==> src/rtl/stride_counter_pkg.sv <==
package stride_counter_pkg;
  localparam int NUM_CFG = 4;
  localparam int SEL_W   = 2;

  typedef enum logic [SEL_W-1:0] {
    CFG_RELOAD = 2'd0,
    CFG_STEP   = 2'd1,
    CFG_START  = 2'd2,
    CFG_LIMIT  = 2'd3
  } cfg_sel_e;
endpackage

==> src/rtl/stride_cfg_regs.sv <==
module stride_cfg_regs
  import stride_counter_pkg::*;
#(
  parameter int WIDTH  = 16,
  parameter bit SIGNED = 1'b1
) (
  input  logic             clk_i,
  input  logic             rst_ni,
  input  logic             wr_en_i,
  input  logic [SEL_W-1:0] wr_sel_i,
  input  logic [WIDTH-1:0] wr_data_i,
  output logic [WIDTH-1:0] reload_o,
  output logic [WIDTH-1:0] step_o,
  output logic [WIDTH-1:0] start_o,
  output logic [WIDTH-1:0] limit_o
);
  // largest value of the count type
  localparam logic [WIDTH-1:0] LIMIT_RST = {WIDTH{1'b1}} >> SIGNED;

  function automatic logic [WIDTH-1:0] rst_val(int idx);
    case (idx)
      int'(CFG_STEP):  return WIDTH'(1);
      int'(CFG_LIMIT): return LIMIT_RST;
      default:         return '0;
    endcase
  endfunction

  logic [WIDTH-1:0] cfg_q [NUM_CFG];

  for (genvar g = 0; g < NUM_CFG; g++) begin : g_cfg
    always_ff @(posedge clk_i or negedge rst_ni) begin
      if (!rst_ni) begin
        cfg_q[g] <= rst_val(g);
      end else if (wr_en_i && (wr_sel_i == SEL_W'(g))) begin
        cfg_q[g] <= wr_data_i;
      end
    end
  end

  assign reload_o = cfg_q[CFG_RELOAD];
  assign step_o   = cfg_q[CFG_STEP];
  assign start_o  = cfg_q[CFG_START];
  assign limit_o  = cfg_q[CFG_LIMIT];
endmodule

==> src/rtl/stride_step_calc.sv <==
module stride_step_calc #(
  parameter int WIDTH  = 16,
  parameter bit SIGNED = 1'b1
) (
  input  logic [WIDTH-1:0] count_i,
  input  logic [WIDTH-1:0] step_i,
  input  logic [WIDTH-1:0] limit_i,
  input  logic [WIDTH-1:0] reload_i,
  output logic [WIDTH-1:0] next_o,
  output logic             wrap_o
);
  // two guard bits: sum never overflows, sign bit stays valid in both modes
  localparam int EXT_W = WIDTH + 2;

  logic [EXT_W-1:0] cnt_x, lim_x, step_x, sum_x;

  if (SIGNED) begin : g_sext
    assign cnt_x = {{2{count_i[WIDTH-1]}}, count_i};
    assign lim_x = {{2{limit_i[WIDTH-1]}}, limit_i};
  end else begin : g_zext
    assign cnt_x = {2'b00, count_i};
    assign lim_x = {2'b00, limit_i};
  end

  assign step_x = {2'b00, step_i};
  assign sum_x  = cnt_x + step_x;
  assign wrap_o = $signed(sum_x) > $signed(lim_x);
  assign next_o = wrap_o ? reload_i : sum_x[WIDTH-1:0];
endmodule

==> src/rtl/stride_count_core.sv <==
module stride_count_core #(
  parameter int WIDTH = 16
) (
  input  logic             clk_i,
  input  logic             rst_ni,
  input  logic             clr_i,
  input  logic             load_i,
  input  logic             tick_i,
  input  logic [WIDTH-1:0] reload_i,
  input  logic [WIDTH-1:0] start_i,
  input  logic [WIDTH-1:0] next_i,
  input  logic             wrap_i,
  output logic [WIDTH-1:0] count_o,
  output logic             adv_o,
  output logic             tc_o
);
  // priority: clear, then load, then tick
  always_ff @(posedge clk_i or negedge rst_ni) begin
    if (!rst_ni) begin
      count_o <= '0;
      adv_o   <= 1'b0;
      tc_o    <= 1'b0;
    end else begin
      adv_o <= 1'b0;
      tc_o  <= 1'b0;
      if (clr_i) begin
        count_o <= reload_i;
      end else if (load_i) begin
        count_o <= start_i;
      end else if (tick_i) begin
        count_o <= next_i;
        adv_o   <= 1'b1;
        tc_o    <= wrap_i;
      end
    end
  end
endmodule

==> src/rtl/stride_counter.sv <==
module stride_counter
  import stride_counter_pkg::*;
#(
  parameter int WIDTH  = 16,
  parameter bit SIGNED = 1'b1
) (
  input  logic             clk_i,
  input  logic             rst_ni,
  input  logic             clr_i,
  input  logic             load_i,
  input  logic             tick_i,
  input  logic             wr_en_i,
  input  logic [1:0]       wr_sel_i,
  input  logic [WIDTH-1:0] wr_data_i,
  output logic [WIDTH-1:0] count_o,
  output logic             adv_o,
  output logic             tc_o
);
  logic [WIDTH-1:0] reload_w, step_w, start_w, limit_w, next_w;
  logic             wrap_w;

  stride_cfg_regs #(.WIDTH(WIDTH), .SIGNED(SIGNED)) u_regs (
    .clk_i     (clk_i),
    .rst_ni    (rst_ni),
    .wr_en_i   (wr_en_i),
    .wr_sel_i  (wr_sel_i),
    .wr_data_i (wr_data_i),
    .reload_o  (reload_w),
    .step_o    (step_w),
    .start_o   (start_w),
    .limit_o   (limit_w)
  );

  stride_step_calc #(.WIDTH(WIDTH), .SIGNED(SIGNED)) u_calc (
    .count_i  (count_o),
    .step_i   (step_w),
    .limit_i  (limit_w),
    .reload_i (reload_w),
    .next_o   (next_w),
    .wrap_o   (wrap_w)
  );

  stride_count_core #(.WIDTH(WIDTH)) u_core (
    .clk_i    (clk_i),
    .rst_ni   (rst_ni),
    .clr_i    (clr_i),
    .load_i   (load_i),
    .tick_i   (tick_i),
    .reload_i (reload_w),
    .start_i  (start_w),
    .next_i   (next_w),
    .wrap_i   (wrap_w),
    .count_o  (count_o),
    .adv_o    (adv_o),
    .tc_o     (tc_o)
  );
endmodule

==> config.mk <==
export PLATFORM = sky130hd
export DESIGN_NAME = stride_counter
export DESIGN_NICKNAME = d
export VERILOG_FILES = /design/src/rtl/stride_counter_pkg.sv /design/src/rtl/stride_cfg_regs.sv /design/src/rtl/stride_step_calc.sv /design/src/rtl/stride_count_core.sv /design/src/rtl/stride_counter.sv
export SDC_FILE = /design/constraint.sdc
export NUM_CORES = 1
export LEC_CHECK = 0
export BUFFER_PORTS_ARGS = -buffer_cell sky130_fd_sc_hd__buf_2
export CORE_MARGIN = 2
export CORE_UTILIZATION = 64
export CTS_BUF_LIST = sky130_fd_sc_hd__clkbuf_8 sky130_fd_sc_hd__clkbuf_16
export DETAILED_ROUTE_END_ITERATION = 8
export GPL_TIMING_DRIVEN = 0
export PLACE_DENSITY = 0.89
export SKIP_CTS_REPAIR_TIMING = 1
export SLEW_MARGIN = 20
export SYNTH_ARGS = -nofsm -noshare
export SYNTH_HDL_FRONTEND = slang
export SYNTH_SLANG_ARGS = --single-unit
==> constraint.sdc <==
create_clock -name clk_i -period 7.75 [get_ports clk_i]
set_input_delay 1.55 -clock clk_i [delete_from_list [all_inputs] [get_ports clk_i]]
set_output_delay 1.55 -clock clk_i [all_outputs]
set_load 0.01 [all_outputs]
Word level (Yosys, flattened, before mapping)
Cells that the tools add are included. Widths: inputs -> output; s select.

Multiplexer cells: 10. Order comparisons: 1. Equal/unequal tests: 3. Reductions and logical operators: 6. Add/subtract/negate cells: 1.

Operators with widths (number): $mux 16 (4); $add 16x17->18 (1); $gt 18x16->1 (1); $mux 1 (6); $eq 2x2->1 const B (2); $logic_and 1x1->1 (4); $reduce_bool 3->1 (1); $eq 2x1->1 const B (1); $logic_not 2->1 (1).

Output and inout bits: 18. Input bits: 24. Register bits after elaboration: 82. Word-level logic and storage cells: 28.

Depth between registers and ports, before layout
Depth after elaboration: 6. Depth in mapped cells: 20. Depth with buffers taken out: 18.

Modules after synthesis
Synthesis repeated with hierarchy kept, for this count alone.

Cells, all modules: 432. Area, all modules: 5034.8 um^2.

Modules (own cells, without submodules): stride_cfg_regs (sequential area each 1621.6 um^2, instances 1, cells each 136, area an instance 2431.1 um^2); stride_step_calc (sequential area each 0.0 um^2, instances 1, cells each 202, area an instance 1595.3 um^2); stride_count_core (sequential area each 450.4 um^2, instances 1, cells each 94, area an instance 1008.5 um^2).

Least setup slack after synthesis
No wires, ideal clock.

Path type: register to register. Start point: register u_regs.cfg_q (netlist bit u_regs.step_o[0]). End point: register u_core.count_o[2]. Stages on the path, launching flop included: 20. Buffers on the path: 2. Setup time: 127 ps. Arrival: 3871 ps. Slack: 3752 ps. Cell sequence: dfstp_2 -> ha_1 -> inv_1 -> fa_1 -> nor2b_1 -> o31a_1 -> o21a_1 -> a21oi_1 -> o21ai_0 -> xor2_1 -> ha_1 -> nand3_1 -> o21bai_1 -> o31a_1 -> or4b_1 -> buf_2 -> and2_1 -> buf_6 -> a31oi_1 -> a21oi_1.

Cells in the longest elaborated chain, start to end: 6.

RTL lines: from (decl) (RTL line stride_cfg_regs.sv:28) `logic [WIDTH-1:0] cfg_q [NUM_CFG];`; from (signal, indexed assignment) (RTL line stride_cfg_regs.sv:33) `cfg_q[g] <= rst_val(g);`; from (signal, indexed assignment) (RTL line stride_cfg_regs.sv:35) `cfg_q[g] <= wr_data_i;`; $add 16x17->18 (*) (RTL line stride_step_calc.sv:26) `assign sum_x = cnt_x + step_x;`; $gt 18x16->1 (RTL line stride_step_calc.sv:27) `assign wrap_o = $signed(sum_x) > $signed(lim_x);`; $mux 16 (*) (RTL line stride_step_calc.sv:28) `assign next_o = wrap_o ? reload_i : sum_x[WIDTH-1:0];`; $mux 16 (*) (RTL line stride_count_core.sv:30) `end else if (tick_i) begin`; $mux 16 (*) (RTL line stride_count_core.sv:28) `end else if (load_i) begin`; $mux 16 (*) (RTL line stride_count_core.sv:26) `if (clr_i) begin`; to (signal assigned) (RTL line stride_count_core.sv:27) `count_o <= reload_i;`; to (signal assigned) (RTL line stride_count_core.sv:29) `count_o <= start_i;`; to (signal assigned) (RTL line stride_count_core.sv:31) `count_o <= next_i;`; to (decl) (RTL line stride_count_core.sv:13) `output logic [WIDTH-1:0] count_o,`.

Mark *: on every way between the ends. The rest lies on a longest branch, timed or not. The select of a mux whose other input is x is not followed. A chain may end at the register's enable or synchronous reset.

Final worst setup path
Start point: register u_regs.cfg_q (netlist bit u_regs.step_o[0]). End point: register u_core.count_o[6].

Same word-level chain as after synthesis.

==> reports/results.ini <==
[logic_synthesis]
synth-compound-area-share_pct = 12.8
syn_nets = 489
yosys.area_share.xor_xnor_pct = 2.44
synth_edf_count = 0
ys_seq_area_share_pct = 44.3
ys_ff_latch = 82
synth.area.mux_share_pct = 18.1
synthTopCellsByCount = 70 x mux2_2, 66 x dfrtp_1, 35 x ha_1
synthCells = 429
synthAdderAreaFrac_pct = 9.79
synth.distinct_cells = 53
async_reset_ff_share_pct = 100
synth_flop_cell = dfrtp_1
yosysMostFrequentCell = mux2_2
synth_top_cells_by_area = dfrtp_1 35%, mux2_2 17%, ha_1 9.4%
yosysTopAreaCell = dfrtp_1
netlist.area_leader.share_pct = 35.3
synth_top_family_by_area = multiplexers
synth_simple_gate_area_share_pct = 8.88
netlist_area_um2 = 4680
avgSynthCellArea_um2 = 10.9
yosys_warnings = 0

[power]
vdd_drop_max_uv = 185
combPwrFrac_pct = 56.0
p_switching_uw = 910
p_int_mw = 1.19
clkPwrFrac_pct = 14.1
p_per_area_nw_per_um2 = 401
sw_frac_of_total_pct = 43.4
p_leak_nw = 2.41
seq_power_share_pct = 29.9
p_total_mw = 2.10

[global_route]
grt_pass1_wl_mm = 18.3
antenna_found_initial = 0
grt_pass1_vias = 3658
grt_use_total_pct = 31.0
grt_max_degree = 49
grt_overflow = 0

[setup_path]
crit_required_ns = 7.97
path_class = reg -> reg
startpoint = u_regs.step_o[0]
critical_path_arrival_ns = 5.24
cp-end-kind = flop
r2r_slack_ns = 2.73
startpoint_type = flop
cp_max_fo = 6
r2r_start = u_regs.step_o[0]

[die]
core_um2 = 7180
num_rows = 31
io_pins = 42
die_w_um = 89.5
dieHeight_um = 89.5
start_util_pct = 65.2
dieArea_um2 = 8010

[clocking]
clockBufferDepth = 2
clock-root-buffer = clkbuf_8
cts.sinks = 82
cts.clk_slew.worst_paths_ns = 0.08
cts_tree = done
clk_latency_ns = 0.36
numCtsBuffers = 9
htree_levels = 3

[finish]
antennaDiodeCount = 0
drive_gt1_share_pct = 31.0
final_core_util_pct = 72.8
synthToLayoutAreaGrowth_pct = 11.7
nets = 543

[timing]
finalCritPeriodShare_pct = 64.8
finClkSkew_ns = 0.00858
holdWs_ns = 0.511
tightest_slew_ns = 0.893
slew-limit-headroom_pct = 40.5
rsz0062_at_grt = no
timing.fmax_mhz = 199
finalCriticalPeriod_ns = 5.02
drv_slew = 0
hold_viol = 0
setup_violations = 0
tns_ns = 0

[status]
outcome = finished clean

[drt]
vias_per_cell = 6.38
drt_first_iter_violations = 295
postRouteAntennaNets = 0
vias = 3738
routed_wl_mm = 11.8
drc = 0
wl_per_cell_um = 20.1
first_pass_iters = 5

[flow_run]
maxCapViolations = 0

[hold_path]
holdCritPathClass = reg -> reg
hold_start = u_regs.start_o[10]

[place]
gp_congestion = 0.948
port_buffers = 41
hpwl_mm = 8.05

-- logic make-up (layout without fill, tap and decap cells) --
| kind of cell | after synthesis | count (layout) |
|---|---|---|
| AO/OA/AOI/OAI | 92 | 92 |
| AND/OR/NAND/NOR | 87 | 87 |
| flip-flops | 82 | 82 |
| multiplexers | 76 | 76 |
| buffers and inverters | 43 | 101 |
| adder cells (fa/ha/maj) | 36 | 36 |
| XOR/XNOR | 13 | 13 |
-- through the flow --
| stage | setup slack, ns | instances | area [µm²] |
|---|---|---|---|
| global placement | 3.23 | 569 | 5000 |
| CTS | 2.83 | 586 | 5220 |
| finish | 2.73 | 586 | 5220 |
| floorplan | 3.75 | 429 | 4680 |
| global route | 2.56 | 586 | 5220 |
| detailed placement | 2.95 | 571 | 5050 |
-- routing by layer --
layer	share of wire (%)	track usage, %	vias to the layer above
met2	47	48.6	190
met5	0	0	-
met1	41	40.0	1840
li1	-	-	1653
met4	4.2	17.6	0
met3	7.5	6.65	55
-- registers in the layout, indices dropped and copies added, names as in the netlist --
signal and flops:
u_regs.start_o 16, u_regs.step_o 16, u_core.tc_o 1, u_core.count_o 16, u_regs.limit_o 16, u_regs.reload_o 16
u_core.adv_o 1
-- area by class of cell --
class                   instances  area (µm²)
multi-input cells             304        2440
clock inverters                 6        52.6
inverters                      32         120
repair buffers                 43         243
well taps                      99         124
flip-flops and latches         82        2070
clock buffers                   9         124
plain buffers                  11        50.0
fillers                       509        1950
-- power groups by stage --
stage	Combinational (mW)	Sequential, mW	Clock, mW
floorplan	0.815	0.629	0
global placement	1.07	0.624	0
detailed placement	1.12	0.630	0
CTS	1.14	0.623	0.294
global route	1.28	0.638	0.313
finish	1.17	0.627	0.296
-- final timing paths --
path | end | cells past startpoint
max | u_core.count_o[6] | 19
min | u_regs.start_o[10] | 1
max reg2reg | u_core.count_o[6] | 19
min reg2reg | u_regs.start_o[10] | 1
max in group asynchronous | u_regs.limit_o[7] | 2
min in group asynchronous | u_regs.reload_o[13] | 1
-- critical path, cell delays in order, from the launching register on --
cell and delay [ns]:
dfstp_2 0.53, ha_1 0.17, inv_1 0.06, fa_1 0.42, nor2b_1 0.17, o31a_1 0.26
o211a_1 0.24, o311a_1 0.20, nor2_1 0.05, o21bai_1 0.18, xor2_1 0.11, ha_1 0.30
nand4_1 0.16, nor4_1 0.69, o31a_1 0.35, or4b_1 0.15, buf_2 0.17, nand3_2 0.28
mux2i_1 0.29, a21oi_1 0.09
-- cell usage in the layout (no fill, tap or decap), types with 5 or more instances in the layout --
cell,n
buf_2,41
dfrtp_1,66
ha_1,35
inv_1,33
mux2i_1,6
clkbuf_8,9
a21oi_1,33
xnor2_1,9
mux2_2,70
o21a_1,5
clkbuf_1,9
nand2_1,18
nor2_1,27
o22ai_1,6
a31oi_1,8
nor3_1,6
nand3_1,16
o21ai_0,11
dfstp_2,16
No activity file was read; power rests on OpenSTA's default activity.
